## config.mk

```make
export PLATFORM = sky130hd
export DESIGN_NAME = pri_irq_ctrl
export DESIGN_NICKNAME = d
export VERILOG_FILES = /design/src/rtl/irq_pkg.sv /design/src/rtl/irq_pending.sv /design/src/rtl/irq_resolve.sv /design/src/rtl/irq_inservice.sv /design/src/rtl/pri_irq_ctrl.sv
export SDC_FILE = /design/constraint.sdc
export NUM_CORES = 1
export LEC_CHECK = 0
export BUFFER_PORTS_ARGS = -buffer_cell sky130_fd_sc_hd__buf_2
export CAP_MARGIN = 20
export CORE_ASPECT_RATIO = 1.1
export CORE_MARGIN = 1
export CORE_UTILIZATION = 30
export CTS_CLUSTER_SIZE = 16
export DETAILED_ROUTE_END_ITERATION = 10
export SETUP_SLACK_MARGIN = 0.2
export SLEW_MARGIN = 15
export SYNTH_ARGS = -nofsm -noshare
export SYNTH_HDL_FRONTEND = slang
export SYNTH_HIERARCHICAL = 1
export SYNTH_SLANG_ARGS = --single-unit
```

## constraint.sdc

```tcl
create_clock -name clk -period 2.8 [get_ports clk]
set_input_delay 0.56 -clock clk [delete_from_list [all_inputs] [get_ports clk]]
set_output_delay 0.56 -clock clk [all_outputs]
set_load 0.02 [all_outputs]
```

## src/rtl/irq_pkg.sv

```systemverilog
package irq_pkg;
  typedef enum logic [1:0] {
    ACK_IDLE     = 2'd0,
    ACK_VECTOR   = 2'd1,
    ACK_CASCADE  = 2'd2,
    ACK_SPURIOUS = 2'd3
  } ack_kind_e;
endpackage

```

## src/rtl/irq_pending.sv

```systemverilog
module irq_pending #(
  parameter int N = 8
) (
  input  logic         clk,
  input  logic         rst,
  input  logic [N-1:0] req_in,
  input  logic [N-1:0] clr,
  input  logic         mask_wr,
  input  logic [N-1:0] mask_in,
  output logic [N-1:0] pend,
  output logic [N-1:0] mask
);
  always_ff @(posedge clk) begin
    if (rst) begin
      pend <= '0;
      mask <= '0;
    end else begin
      pend <= (pend & ~clr) | req_in;
      if (mask_wr) mask <= mask_in;
    end
  end

  // pending state is only dropped by an acknowledge, never by masking
  AST_PEND_STICKY: assert property (@(posedge clk) disable iff (rst)
    (clr == '0) |=> (($past(pend) & ~pend) == '0));
endmodule

```

## src/rtl/irq_resolve.sv

```systemverilog
module irq_resolve #(
  parameter int N  = 8,
  parameter int IW = $clog2(N)
) (
  input  logic [N-1:0]  pend,
  input  logic [N-1:0]  mask,
  input  logic [N-1:0]  isr,
  output logic          any,
  output logic [IW-1:0] sel
);
  logic blocked;
  always_comb begin
    blocked = 1'b0;
    any     = 1'b0;
    sel     = '0;
    for (int i = 0; i < N; i++) begin
      blocked = blocked | isr[i];
      if (!any && pend[i] && !mask[i] && !blocked) begin
        any = 1'b1;
        sel = IW'(i);
      end
    end
  end
endmodule

```

## src/rtl/irq_inservice.sv

```systemverilog
module irq_inservice #(
  parameter int N  = 8,
  parameter int IW = $clog2(N)
) (
  input  logic          clk,
  input  logic          rst,
  input  logic          set_en,
  input  logic [IW-1:0] set_idx,
  input  logic          eoi,
  output logic [N-1:0]  isr
);
  logic [N-1:0] top_bit;
  logic [N-1:0] set_vec;

  assign top_bit = isr & (~isr + N'(1));
  assign set_vec = set_en ? (N'(1) << set_idx) : '0;

  always_ff @(posedge clk) begin
    if (rst) isr <= '0;
    else     isr <= (isr & ~(eoi ? top_bit : '0)) | set_vec;
  end

  AST_EOI_DROPS_ONE: assert property (@(posedge clk) disable iff (rst)
    (eoi && !set_en && isr != '0) |=> ($countones(isr) == $countones($past(isr)) - 1));
  AST_NEST_HIGHER: assert property (@(posedge clk) disable iff (rst)
    (set_en && isr != '0) |-> ((N'(1) << set_idx) < top_bit));
endmodule

```

## src/rtl/pri_irq_ctrl.sv

```systemverilog
module pri_irq_ctrl #(
  parameter int NUM_LINES = 8,
  parameter int BASE_W    = 5,
  parameter int CASC_LINE = 2,
  parameter bit CASC_EN   = 1'b1,
  localparam int IW       = $clog2(NUM_LINES),
  localparam int VW       = BASE_W + IW
) (
  input  logic                 clk,
  input  logic                 rst,
  input  logic [NUM_LINES-1:0] irq_req,
  input  logic                 casc_req,
  input  logic                 mask_wr,
  input  logic [NUM_LINES-1:0] mask_data,
  input  logic                 base_wr,
  input  logic [BASE_W-1:0]    base_data,
  input  logic                 inta,
  input  logic                 eoi,
  output logic                 int_out,
  output logic [VW-1:0]        vec_out,
  output logic                 vec_valid,
  output logic                 casc_ack
);
  import irq_pkg::*;

  logic [NUM_LINES-1:0] req_eff, pend, mask, isr, clr;
  logic [BASE_W-1:0]    base;
  logic                 any;
  logic [IW-1:0]        sel;
  logic                 ack_hit;
  ack_kind_e            kind;

  generate
    if (CASC_EN) begin : g_casc
      always_comb begin
        req_eff            = irq_req;
        req_eff[CASC_LINE] = casc_req;
      end
    end else begin : g_plain
      assign req_eff = irq_req;
    end
  endgenerate

  assign ack_hit = inta & any;
  assign clr     = ack_hit ? (NUM_LINES'(1) << sel) : '0;

  always_comb begin
    if (!inta)                              kind = ACK_IDLE;
    else if (!any)                          kind = ACK_SPURIOUS;
    else if (CASC_EN && sel == IW'(CASC_LINE)) kind = ACK_CASCADE;
    else                                    kind = ACK_VECTOR;
  end

  irq_pending #(.N(NUM_LINES)) u_pend (
    .clk(clk), .rst(rst), .req_in(req_eff), .clr(clr),
    .mask_wr(mask_wr), .mask_in(mask_data), .pend(pend), .mask(mask)
  );

  irq_resolve #(.N(NUM_LINES), .IW(IW)) u_res (
    .pend(pend), .mask(mask), .isr(isr), .any(any), .sel(sel)
  );

  irq_inservice #(.N(NUM_LINES), .IW(IW)) u_isr (
    .clk(clk), .rst(rst), .set_en(ack_hit), .set_idx(sel),
    .eoi(eoi), .isr(isr)
  );

  always_ff @(posedge clk) begin
    if (rst) begin
      base      <= '0;
      int_out   <= 1'b0;
      vec_out   <= '0;
      vec_valid <= 1'b0;
      casc_ack  <= 1'b0;
    end else begin
      if (base_wr) base <= base_data;
      int_out   <= any;
      vec_valid <= (kind == ACK_VECTOR) || (kind == ACK_SPURIOUS);
      casc_ack  <= (kind == ACK_CASCADE);
      case (kind)
        ACK_VECTOR, ACK_CASCADE: vec_out <= {base, sel};
        ACK_SPURIOUS:            vec_out <= {base, IW'(NUM_LINES - 1)};
        default:                 vec_out <= vec_out;
      endcase
    end
  end

  AST_VEC_PULSE: assert property (@(posedge clk) disable iff (rst)
    !inta |=> (!vec_valid && !casc_ack));
  AST_CASC_EXCL: assert property (@(posedge clk) disable iff (rst)
    !(vec_valid && casc_ack));
  AST_INT_NEEDS_PEND: assert property (@(posedge clk) disable iff (rst)
    int_out |-> ($past(pend) != '0));
endmodule

```

* Word level (Yosys, flattened, before mapping)
Index checks and enable logic that the tools add are counted.
** Cells by class
- $add $sub $neg :: 1
- Eq/ne operators :: 4
- Shifts and indexed selects :: 1
- Muxes and demuxes :: 21
- Bitwise logic cells :: 16
- Reductions and logical operators :: 49
** Operators by type and width (number)
- $and A8 B8 Y8 :: 3
- $not A8 Y8 :: 3
- $logic_and A1 B1 Y1 :: 23
- $logic_not A1 Y1 :: 23
- $mux W8 :: 2
- $or A8 B8 Y8 :: 2
- $pmux W8 S2 :: 1
- $mux W3 :: 4
- $mux W2 :: 5
- $mux W1 :: 9
- $add A8 B1 Y8 const B :: 1
- $shl A1 B3 Y8 const A :: 1
- $or A1 B1 Y1 :: 7
- $eq A2 B2 Y1 const B :: 2
- $eq A3 B2 Y1 const B :: 1
- $eq A2 B1 Y1 const B :: 1
- $reduce_bool A2 Y1 :: 1
- $reduce_or A2 Y1 :: 1
- $and A1 B1 Y1 :: 1
- $logic_or A1 B1 Y1 :: 1
** Storage, ports and cells
- Flip-flop bits (word level) :: 40
- Input bits :: 28
- Output and inout bits :: 11
- Word-level logic and storage cells :: 100

* Longest topological paths before layout
Gate-level depths: netlist of the first run.
- Word-level depth :: 46
- Gate-level depth with buffers :: 8
- Mapped depth without buffers :: 8

* By module
Netlist of the first run, hierarchy kept.
** By module, submodules not included
- pri_irq_ctrl :: instances 1, cells an instance 65, area an instance 651.9 um2, seq. area each 320.3 um2
- irq_pending :: instances 1, cells an instance 59, area an instance 588.1 um2, seq. area each 320.3 um2
- irq_inservice :: instances 1, cells an instance 38, area an instance 347.8 um2, seq. area each 160.2 um2
- irq_resolve :: instances 1, cells an instance 26, area an instance 182.7 um2, seq. area each 0.0 um2

* Worst setup path after synthesis of the first run
No wires, ideal clock.
- Path kind :: register -> register
- Start point :: reg u_isr.isr[0]
- End point :: reg u_isr.isr[3]
- Setup time :: 0.117 ns
- Data arrival time :: 2.726 ns
- Data required time :: 2.683 ns
- Path slack :: -0.042 ns
- Stages on the path, launching flop included :: 8
- Buffers on the path :: 0
- Period minus slack after synthesis :: 2.842 ns
- Path through :: dfxtp_1 > or4_4 > a211oi_1 > o21ai_0 > nor4_1 > nor2b_1 > a32oi_1 > nor2_1
** On the way
- Cells in the longest elaborated chain, start to end :: 41
- Elaborated cells on any way between the ends :: 69
- Those cells by class :: add/sub (1); shift (1); mux (17); bitwise (13); reduce/logical (37)
** Ends and longest elaborated chain
- start: declaration :: line irq_inservice.sv:10 : output logic [N-1:0] isr
- start signal: assignment :: line irq_inservice.sv:20 : else isr <= (isr & ~(eoi ? top_bit : '0)) | set_vec;
- $logic_not A1 Y1 :: line irq_resolve.sv:18 : if (!any && pend[i] && !mask[i] && !blocked) begin
- $logic_and A1 B1 Y1 :: line irq_resolve.sv:18
- $mux W1 :: line irq_resolve.sv:18
- $logic_not A1 Y1 :: line irq_resolve.sv:18
- $logic_and A1 B1 Y1 (3 in a row) :: line irq_resolve.sv:18
- $mux W1 :: line irq_resolve.sv:18
- $logic_not A1 Y1 :: line irq_resolve.sv:18
- $logic_and A1 B1 Y1 (3 in a row) :: line irq_resolve.sv:18
- [... 20 more ...]
- $mux W1 :: line irq_resolve.sv:18
- $logic_not A1 Y1 :: line irq_resolve.sv:18
- $logic_and A1 B1 Y1 (3 in a row) :: line irq_resolve.sv:18
- $mux W3 (*) :: line irq_resolve.sv:18
- via sel[2] :: line pri_irq_ctrl.sv:29 : logic [IW-1:0] sel;
- $shl A1 B3 Y8 (*) :: line irq_inservice.sv:16 : assign set_vec = set_en ? (N'(1) << set_idx) : '0;
- $mux W8 (*) :: line irq_inservice.sv:16
- $or A8 B8 Y8 (*) :: line irq_inservice.sv:20
The timed path passes the listed nets; every way through them passes the cells marked *.
A chain may end at the register's enable or synchronous reset.

* Worst setup path after layout of the first run
- Start point :: reg u_isr.isr[1]
- End point :: reg u_pend.pend[5]
** On the way
- Cells in the longest elaborated chain, start to end :: 39
- Elaborated cells on any way between the ends :: 59
- Those cells by class :: shift (1); mux (15); bitwise (11); reduce/logical (32)
** Ends and longest elaborated chain
- $or A1 B1 Y1 (*) :: line irq_resolve.sv:17 : blocked = blocked | isr[i];
- $logic_not A1 Y1 :: line irq_resolve.sv:18
- $logic_and A1 B1 Y1 :: line irq_resolve.sv:18
- $mux W1 :: line irq_resolve.sv:18
- $logic_not A1 Y1 :: line irq_resolve.sv:18
- $logic_and A1 B1 Y1 (3 in a row) :: line irq_resolve.sv:18
- $mux W1 :: line irq_resolve.sv:18
- $logic_not A1 Y1 :: line irq_resolve.sv:18
- [... 23 more ...]
- $mux W3 (*) :: line irq_resolve.sv:18
- via sel[1] :: line pri_irq_ctrl.sv:29
- $shl A1 B3 Y8 (*) :: line pri_irq_ctrl.sv:45 : assign clr = ack_hit ? (NUM_LINES'(1) << sel) : '0;
- $mux W8 (*) :: line pri_irq_ctrl.sv:45
- via clr[5] :: line pri_irq_ctrl.sv:26 : logic [NUM_LINES-1:0] req_eff, pend, mask, isr, clr;
- $not A8 Y8 (*) :: line irq_pending.sv:18 : pend <= (pend & ~clr) | req_in;
- $and A8 B8 Y8 (*) :: line irq_pending.sv:18
- $or A8 B8 Y8 (*) :: line irq_pending.sv:18
- end signal: assignment :: line irq_pending.sv:18
- end: declaration :: line irq_pending.sv:10 : output logic [N-1:0] pend,
Marks and branches as above.

==> results of run 1 <==
## cell usage after synthesis, types with 2 or more instances
cell,number,area [um2]
a211oi_1,2,15.0
a21oi_1,12,60.1
buf_6,4,45.0
dfxtp_1,40,801
inv_1,14,52.6
mux2i_1,18,180
nand2_1,4,15.0
nand2b_1,16,100
nand3_1,2,10.0
nand3b_1,3,22.5
nor2_1,30,113
nor2b_1,3,18.8
nor3_1,2,10.0
nor4_1,2,12.5
o21ai_0,5,25.0
o31ai_1,2,15.0
o32ai_1,2,17.5
## critical path, delay by kind of cell, from the launching register on
family           cells  cell delay [ns]
AO/OA/AOI/OAI        2             0.39
flip-flops           1             0.31
AND/OR/NAND/NOR      6             1.70
## power breakdown
| group | switching (mW) | total (mW) | internal (mW) | leakage (nW) |
|---|---|---|---|---|
| registers | 0.0263 | 0.643 | 0.617 | 0.330 |
| logic | 0.259 | 0.470 | 0.210 | 0.621 |
| clock network | 0.194 | 0.391 | 0.196 | 0.0510 |
## cells by family (layout without fill, tap and decap cells)
kind of cell,count (synthesis),after routing,share of synthesized area
AOI/OAI and AO/OA,33,33,0.130
buffers and inverters,21,70,0.0643
DFF,40,40,0.452
muxes,18,18,0.102
and+or+nand+nor,76,76,0.252
## layer usage
| layer | GRT usage | routed length (um) | vias up |
|---|---|---|---|
| li1 | - | - | 749 |
| met1 | 0.160 | 1710 | 694 |
| met2 | 0.221 | 1680 | 26 |
| met3 | 0.0498 | 184 | 6 |
| met4 | 0.0611 | 64 | 0 |
| met5 | 0 | 0 | - |
## worst paths after layout
kind,cells after the start,end,start,slack (ns)
setup reg to reg,8,u_pend/pend[5]$_SDFF_PP0_,u_isr/isr[1]$_SDFF_PP0_,0.33
hold reg to reg,2,u_pend/pend[1]$_SDFF_PP0_,u_pend/pend[1]$_SDFF_PP0_,0.47
setup / recovery,8,u_pend/pend[5]$_SDFF_PP0_,u_isr/isr[1]$_SDFF_PP0_,0.33
hold / removal,2,u_pend/pend[1]$_SDFF_PP0_,u_pend/pend[1]$_SDFF_PP0_,0.47
## per-stage QoR
step	cells	power, mW	instance area, um2	util
after global placement	303	1.10	2070	0.373
final	312	1.50	2190	0.395
after floorplan	188	0.958	1780	-
after CTS	311	1.50	2160	0.390
after detailed placement	303	1.10	2070	0.373
after global routing	312	1.60	2190	0.395
## sequential cells by signal, summed over array words and instances, names as in the netlist
signal / cells
u_isr/isr: 8
vec_out: 8
u_pend/mask: 8
base: 5
u_pend/pend: 8
int_out: 1
casc_ack: 1
vec_valid: 1
## timing repair
item / CTS / global route
resized for setup: 0 / 4
buffers inserted: 0 / 1
endpoints found under the setup margin: 0 / 9
## layout make-up
| cell class | count | area share |
|---|---|---|
| clock buffers | 6 | 0.0378 |
| well taps | 75 | 0.0429 |
| repair buffers | 47 | 0.119 |
| inverters | 15 | 0.0258 |
| clock inverters | 2 | 0.00458 |
| multi-input cells | 127 | 0.404 |
| flip-flops and latches | 40 | 0.366 |
==> metrics, run 1 <==
status finished, final reports clean; largest net degree at the start of global routing 25; CP Class flop to flop; multi-input combinational cell area 882 um2; Req. time, crit path 3.02 ns; Finish-stage setup viols 0; area grow syn2layout 23.5%; fmax 405 MHz; die height 82.6 um; GRT Residual Overflow 0; Initial DRT Pass Iterations 3; FF+latch area 801 um2; Clock Sinks 40; gr usage total 0.136; RSZ-0062 raised after global routing false; Post-CTS Hold Buffers 0; Final HPWL DP 2730 um; max incr delay on CP 0.56 ns; Period Utilization, post-route 0.881; Crit-path slowest cell or4_4; syn avg cell area 9.42 um2; Max-Cap Viols 0; crit-path cells or4_4 > or4b_4 > nor4_4 > a32o_2 > nand3b_1 > nor2_1 > nand2b_1 > a21oi_1; root buffer selected by CTS clkbuf_8; CP endpoint kind flop; first-pass GRT wire length 6290 um; post-synthesis register bit count 40; pre-CTS WS 0.299 ns; sequential share of the synthesized area 0.452; Top FF cell, synth dfxtp_1; Routability Congestion 0.810; measured slew at the worst slew-check pin 0.764 ns; Cells after Synth 188; mapped cell area 1770 um2; clk_lat worst skew 0.29 ns; Via density 4.73; I/O pin count 39; WP data arrival 2.69 ns; vias in the first global route 1417; Inserted Clock Buffers 5; slew margin rel. 0.490; yosys synthesis warning count 6; initial antenna violation count 0; Max clock buf depth 2; Hold/Removal Path Class flop to flop; post-synthesis cell type count 44; number of synthesized flops with an enable pin 0; Cell Rows 28; commonest non-fill, non-tap cell in the layout dfxtp_1; Worst setup SP type flop; Post-synth ARST share 0; Fin Clk Skew 0.00537 ns; Post-Synthesis Net Count 216; static leakage 1.00 nW; CP max FO 5; number of fillers in the final layout 606; DR iter-0 viols 27; DRT antenna net count 0; share of cells above drive strength 1 0.304; drc violations 0; Buffers on Ports 37; Detailed Route WL 3640 um; Clk pin slew, worst setup/hold paths 0.08 ns; post-route setup TNS 0 ns; die span in x 75.2 um; most frequent cells in the layout 40 x dfxtp_1, 37 x buf_2, 30 x nor2_1; total power per unit cell area 688 nW/um2; die area 6210 um2; Ant. Diodes 0; fin crit period 2.47 ns; worst vdd ir 0.000296 V; Final Max Slew Viols 0; DR vias 1475; Fin. Hold Viols 0; CTS H-tree lvls 2; WL per Instance 11.7 um; Fin Hold WS 0.473 ns; core footprint 5540 um2; final worst slack 0.333 ns; TritonCTS clock tree yes; fin nets 264; initial core utilization 0.320
(Power assumes the default switching activity.)
==> inputs of run 2 (changes only) <==
Settings changed: CORE_UTILIZATION 30 to 48, PLACE_DENSITY from default to 0.75.
==> run 2 against run 1 <==
Effect of this change: via count about the same; clock skew up 0.0055 ns; sequential power up 0.6%; clock power down 5%; hold slack worse by 0.040 ns; fmax down 2.7%; register-to-register slack worse by 0.07 ns; total power up 1.3%; clock-buffer cell count down 1; core utilization up 24 points; flip-flop and latch count unchanged; routed wire length down 2.5%; largest power group unchanged.
==> metrics, run 2 (synthesized netlist as in run 1, its figures left out) <==
initial core utilization 0.515 (was 0.320); RSZ-0062 raised after global routing false (unchanged); TritonCTS clock tree yes (unchanged); Max clock buf depth 2 (unchanged); clk_lat worst skew 0.34 ns (was 0.29 ns); largest net degree at the start of global routing 28 (was 25); CTS H-tree lvls 2 (unchanged); max incr delay on CP 0.57 ns (was 0.56 ns); Detailed Route WL 3550 um (was 3640 um); area grow syn2layout 23.0% (was 23.5%); die height 65.7 um (was 82.6 um); Combinational Power Share 0.330 (was 0.312); Routability Congestion 0.946 (was 0.810); Via density 5.17 (was 4.73); Clk network pwr share 0.245 (was 0.260); total power per unit cell area 699 nW/um2 (was 688 nW/um2); Finish-stage setup viols 0 (unchanged); share of cells above drive strength 1 0.321 (was 0.304); Ant. Diodes 0 (unchanged); vias in the first global route 1370 (was 1417); fin nets 264 (unchanged); most frequent cells in the layout 39 x dfxtp_1, 37 x buf_2, 29 x nor2_1 (was 40 x dfxtp_1, 37 x buf_2, 30 x nor2_1); fmax 395 MHz (was 405 MHz); Req. time, crit path 3.08 ns (was 3.02 ns); static leakage 0.999 nW (was 1.00 nW); Max-Cap Viols 0 (unchanged); post-route setup TNS 0 ns (unchanged); Cell Rows 22 (was 28); WP data arrival 2.82 ns (was 2.69 ns); fin crit period 2.53 ns (was 2.47 ns); slew margin rel. 0.406 (was 0.490); die span in x 59.9 um (was 75.2 um); root buffer selected by CTS clkbuf_4 (was clkbuf_8); initial antenna violation count 0 (unchanged); Fin Clk Skew 0.0109 ns (was 0.00537 ns); Initial DRT Pass Iterations 5 (was 3); Reg2Reg Depth 8 (unchanged); CP Class flop to flop (unchanged); die area 3940 um2 (was 6210 um2); drc violations 0 (unchanged); Crit-path slowest cell or4_4 (unchanged); gr usage total 0.203 (was 0.136); P_sw 0.492 mW (was 0.480 mW); status finished, final reports clean (unchanged); Clock Sinks 40 (unchanged); Buffers on Ports 37 (unchanged); Fin. Hold Viols 0 (unchanged); DR vias 1474 (was 1475); Flop pwr share 0.425 (was 0.428); overall power 1.52 mW (was 1.50 mW); Net Sw Frac 0.323 (was 0.319); WL per Instance 12.4 um (was 11.7 um); Inserted Clock Buffers 5 (unchanged); wl on met1 1710 um (about the same); Final HPWL DP 2480 um (was 2730 um); DRT antenna net count 0 (unchanged); final cell count without fillers 285 (was 312); first-pass GRT wire length 5960 um (was 6290 um); Worst setup SP type flop (unchanged); Post-CTS Hold Buffers 0 (unchanged); Hold/Removal Path Class input pin to flop (was flop to flop); DR iter-0 viols 50 (was 27); Period Utilization, post-route 0.905 (was 0.881); FF+latch area 802 um2 (was 801 um2); CP max FO 6 (was 5); r2r setup slk 0.27 ns (was 0.33 ns); crit-path cells or4_4 > or4b_4 > nor4_4 > a32o_2 > nand3b_1 > nor2_1 > nand2b_1 > a21oi_1 (unchanged); core footprint 3440 um2 (was 5540 um2); Final Max Slew Viols 0 (unchanged); internal power 1.03 mW (was 1.02 mW); number of fillers in the final layout 321 (was 606); cell total after placement 274 (was 303); I/O pin count 39 (unchanged); wire length on met3 138 um (was 184 um); critical path endpoint u_pend/pend[1]$_SDFF_PP0_ (was u_pend/pend[5]$_SDFF_PP0_); measured slew at the worst slew-check pin 0.890 ns (was 0.764 ns); multi-input combinational cell area 915 um2 (was 882 um2); commonest non-fill, non-tap cell in the layout dfxtp_1 (unchanged); CP endpoint kind flop (unchanged); Met2 Wirelength 1670 um (was 1680 um); Setup crit start u_isr/isr[1]$_SDFF_PP0_ (unchanged); reg2reg start u_isr/isr[1]$_SDFF_PP0_ (unchanged); FF-to-FF End u_pend/pend[1]$_SDFF_PP0_ (was u_pend/pend[5]$_SDFF_PP0_); GRT Residual Overflow 0 (unchanged); Clk pin slew, worst setup/hold paths 0.12 ns (was 0.08 ns); worst vdd ir 0.000390 V (was 0.000296 V); DR top layer met4 (unchanged)
==> run 2: power groups by stage <==
stage | Combinational [mW] | Clock [mW] | Sequential [mW]
after detailed placement | 0.427 | 0 | 0.660
after global placement | 0.424 | 0 | 0.658
after global routing | 0.544 | 0.408 | 0.654
after floorplan | 0.284 | 0 | 0.674
final | 0.502 | 0.373 | 0.647
after CTS | 0.444 | 0.385 | 0.647
==> run 2: worst min-delay path by stage <==
stage | startpoint | end | slack [ns] | cells past startpoint
final | irq_req[5] | u_pend/pend[5]$_SDFF_PP0_ | 0.43 | 3
after global routing | irq_req[1] | u_pend/pend[1]$_SDFF_PP0_ | 0.41 | 3
after CTS | irq_req[5] | u_pend/pend[5]$_SDFF_PP0_ | 0.42 | 3
after detailed placement | u_pend/pend[6]$_SDFF_PP0_ | u_pend/pend[6]$_SDFF_PP0_ | 0.47 | 2
after global placement | u_pend/pend[2]$_SDFF_PP0_ | u_pend/pend[2]$_SDFF_PP0_ | 0.46 | 2
after floorplan | u_pend/pend[1]$_SDFF_PP0_ | u_pend/pend[1]$_SDFF_PP0_ | 0.44 | 2
==> run 2: worst max-delay path, delay by kind of cell (launching register included) <==
| family | cells | cell delay, ns |
|---|---|---|
| AND/OR/NAND/NOR | 6 | 1.70 |
| AO/OA/AOI/OAI | 2 | 0.42 |
| flip-flops | 1 | 0.36 |
==> run 2: timing repair <==
action	4_1_cts	5_1_grt
endpoints found under the setup margin	8	14
setup buffers	0	3
pin swaps	1	1
resized for setup	3	8
==> run 2: per-layer routing <==
metal  GRT usage  vias to the layer above
li1            -                      744
met1       0.252                      692
met2       0.332                       36
met3      0.0591                        2
met4      0.0640                        0
met5           0                        -
==> run 2: layout make-up <==
class	count	share of cell area
inverter	15	0.0259
clock inverter	3	0.0195
sequential	40	0.368
clock buffer	5	0.0172
timing repair buffer	47	0.121
tap	48	0.0276
multi-input combinational	127	0.420
==> run 2: metrics by stage <==
step                worst slack (ns)  cell area, um2  utilization  hold slack, ns
finish                         0.265            2180        0.633           0.432
global route                   0.182            2180        0.633           0.410
floorplan                      0.236            1780            -           0.441
detailed placement             0.161            2020        0.586           0.473
CTS                            0.172            2110        0.614           0.417
global placement               0.163            2020        0.586           0.461
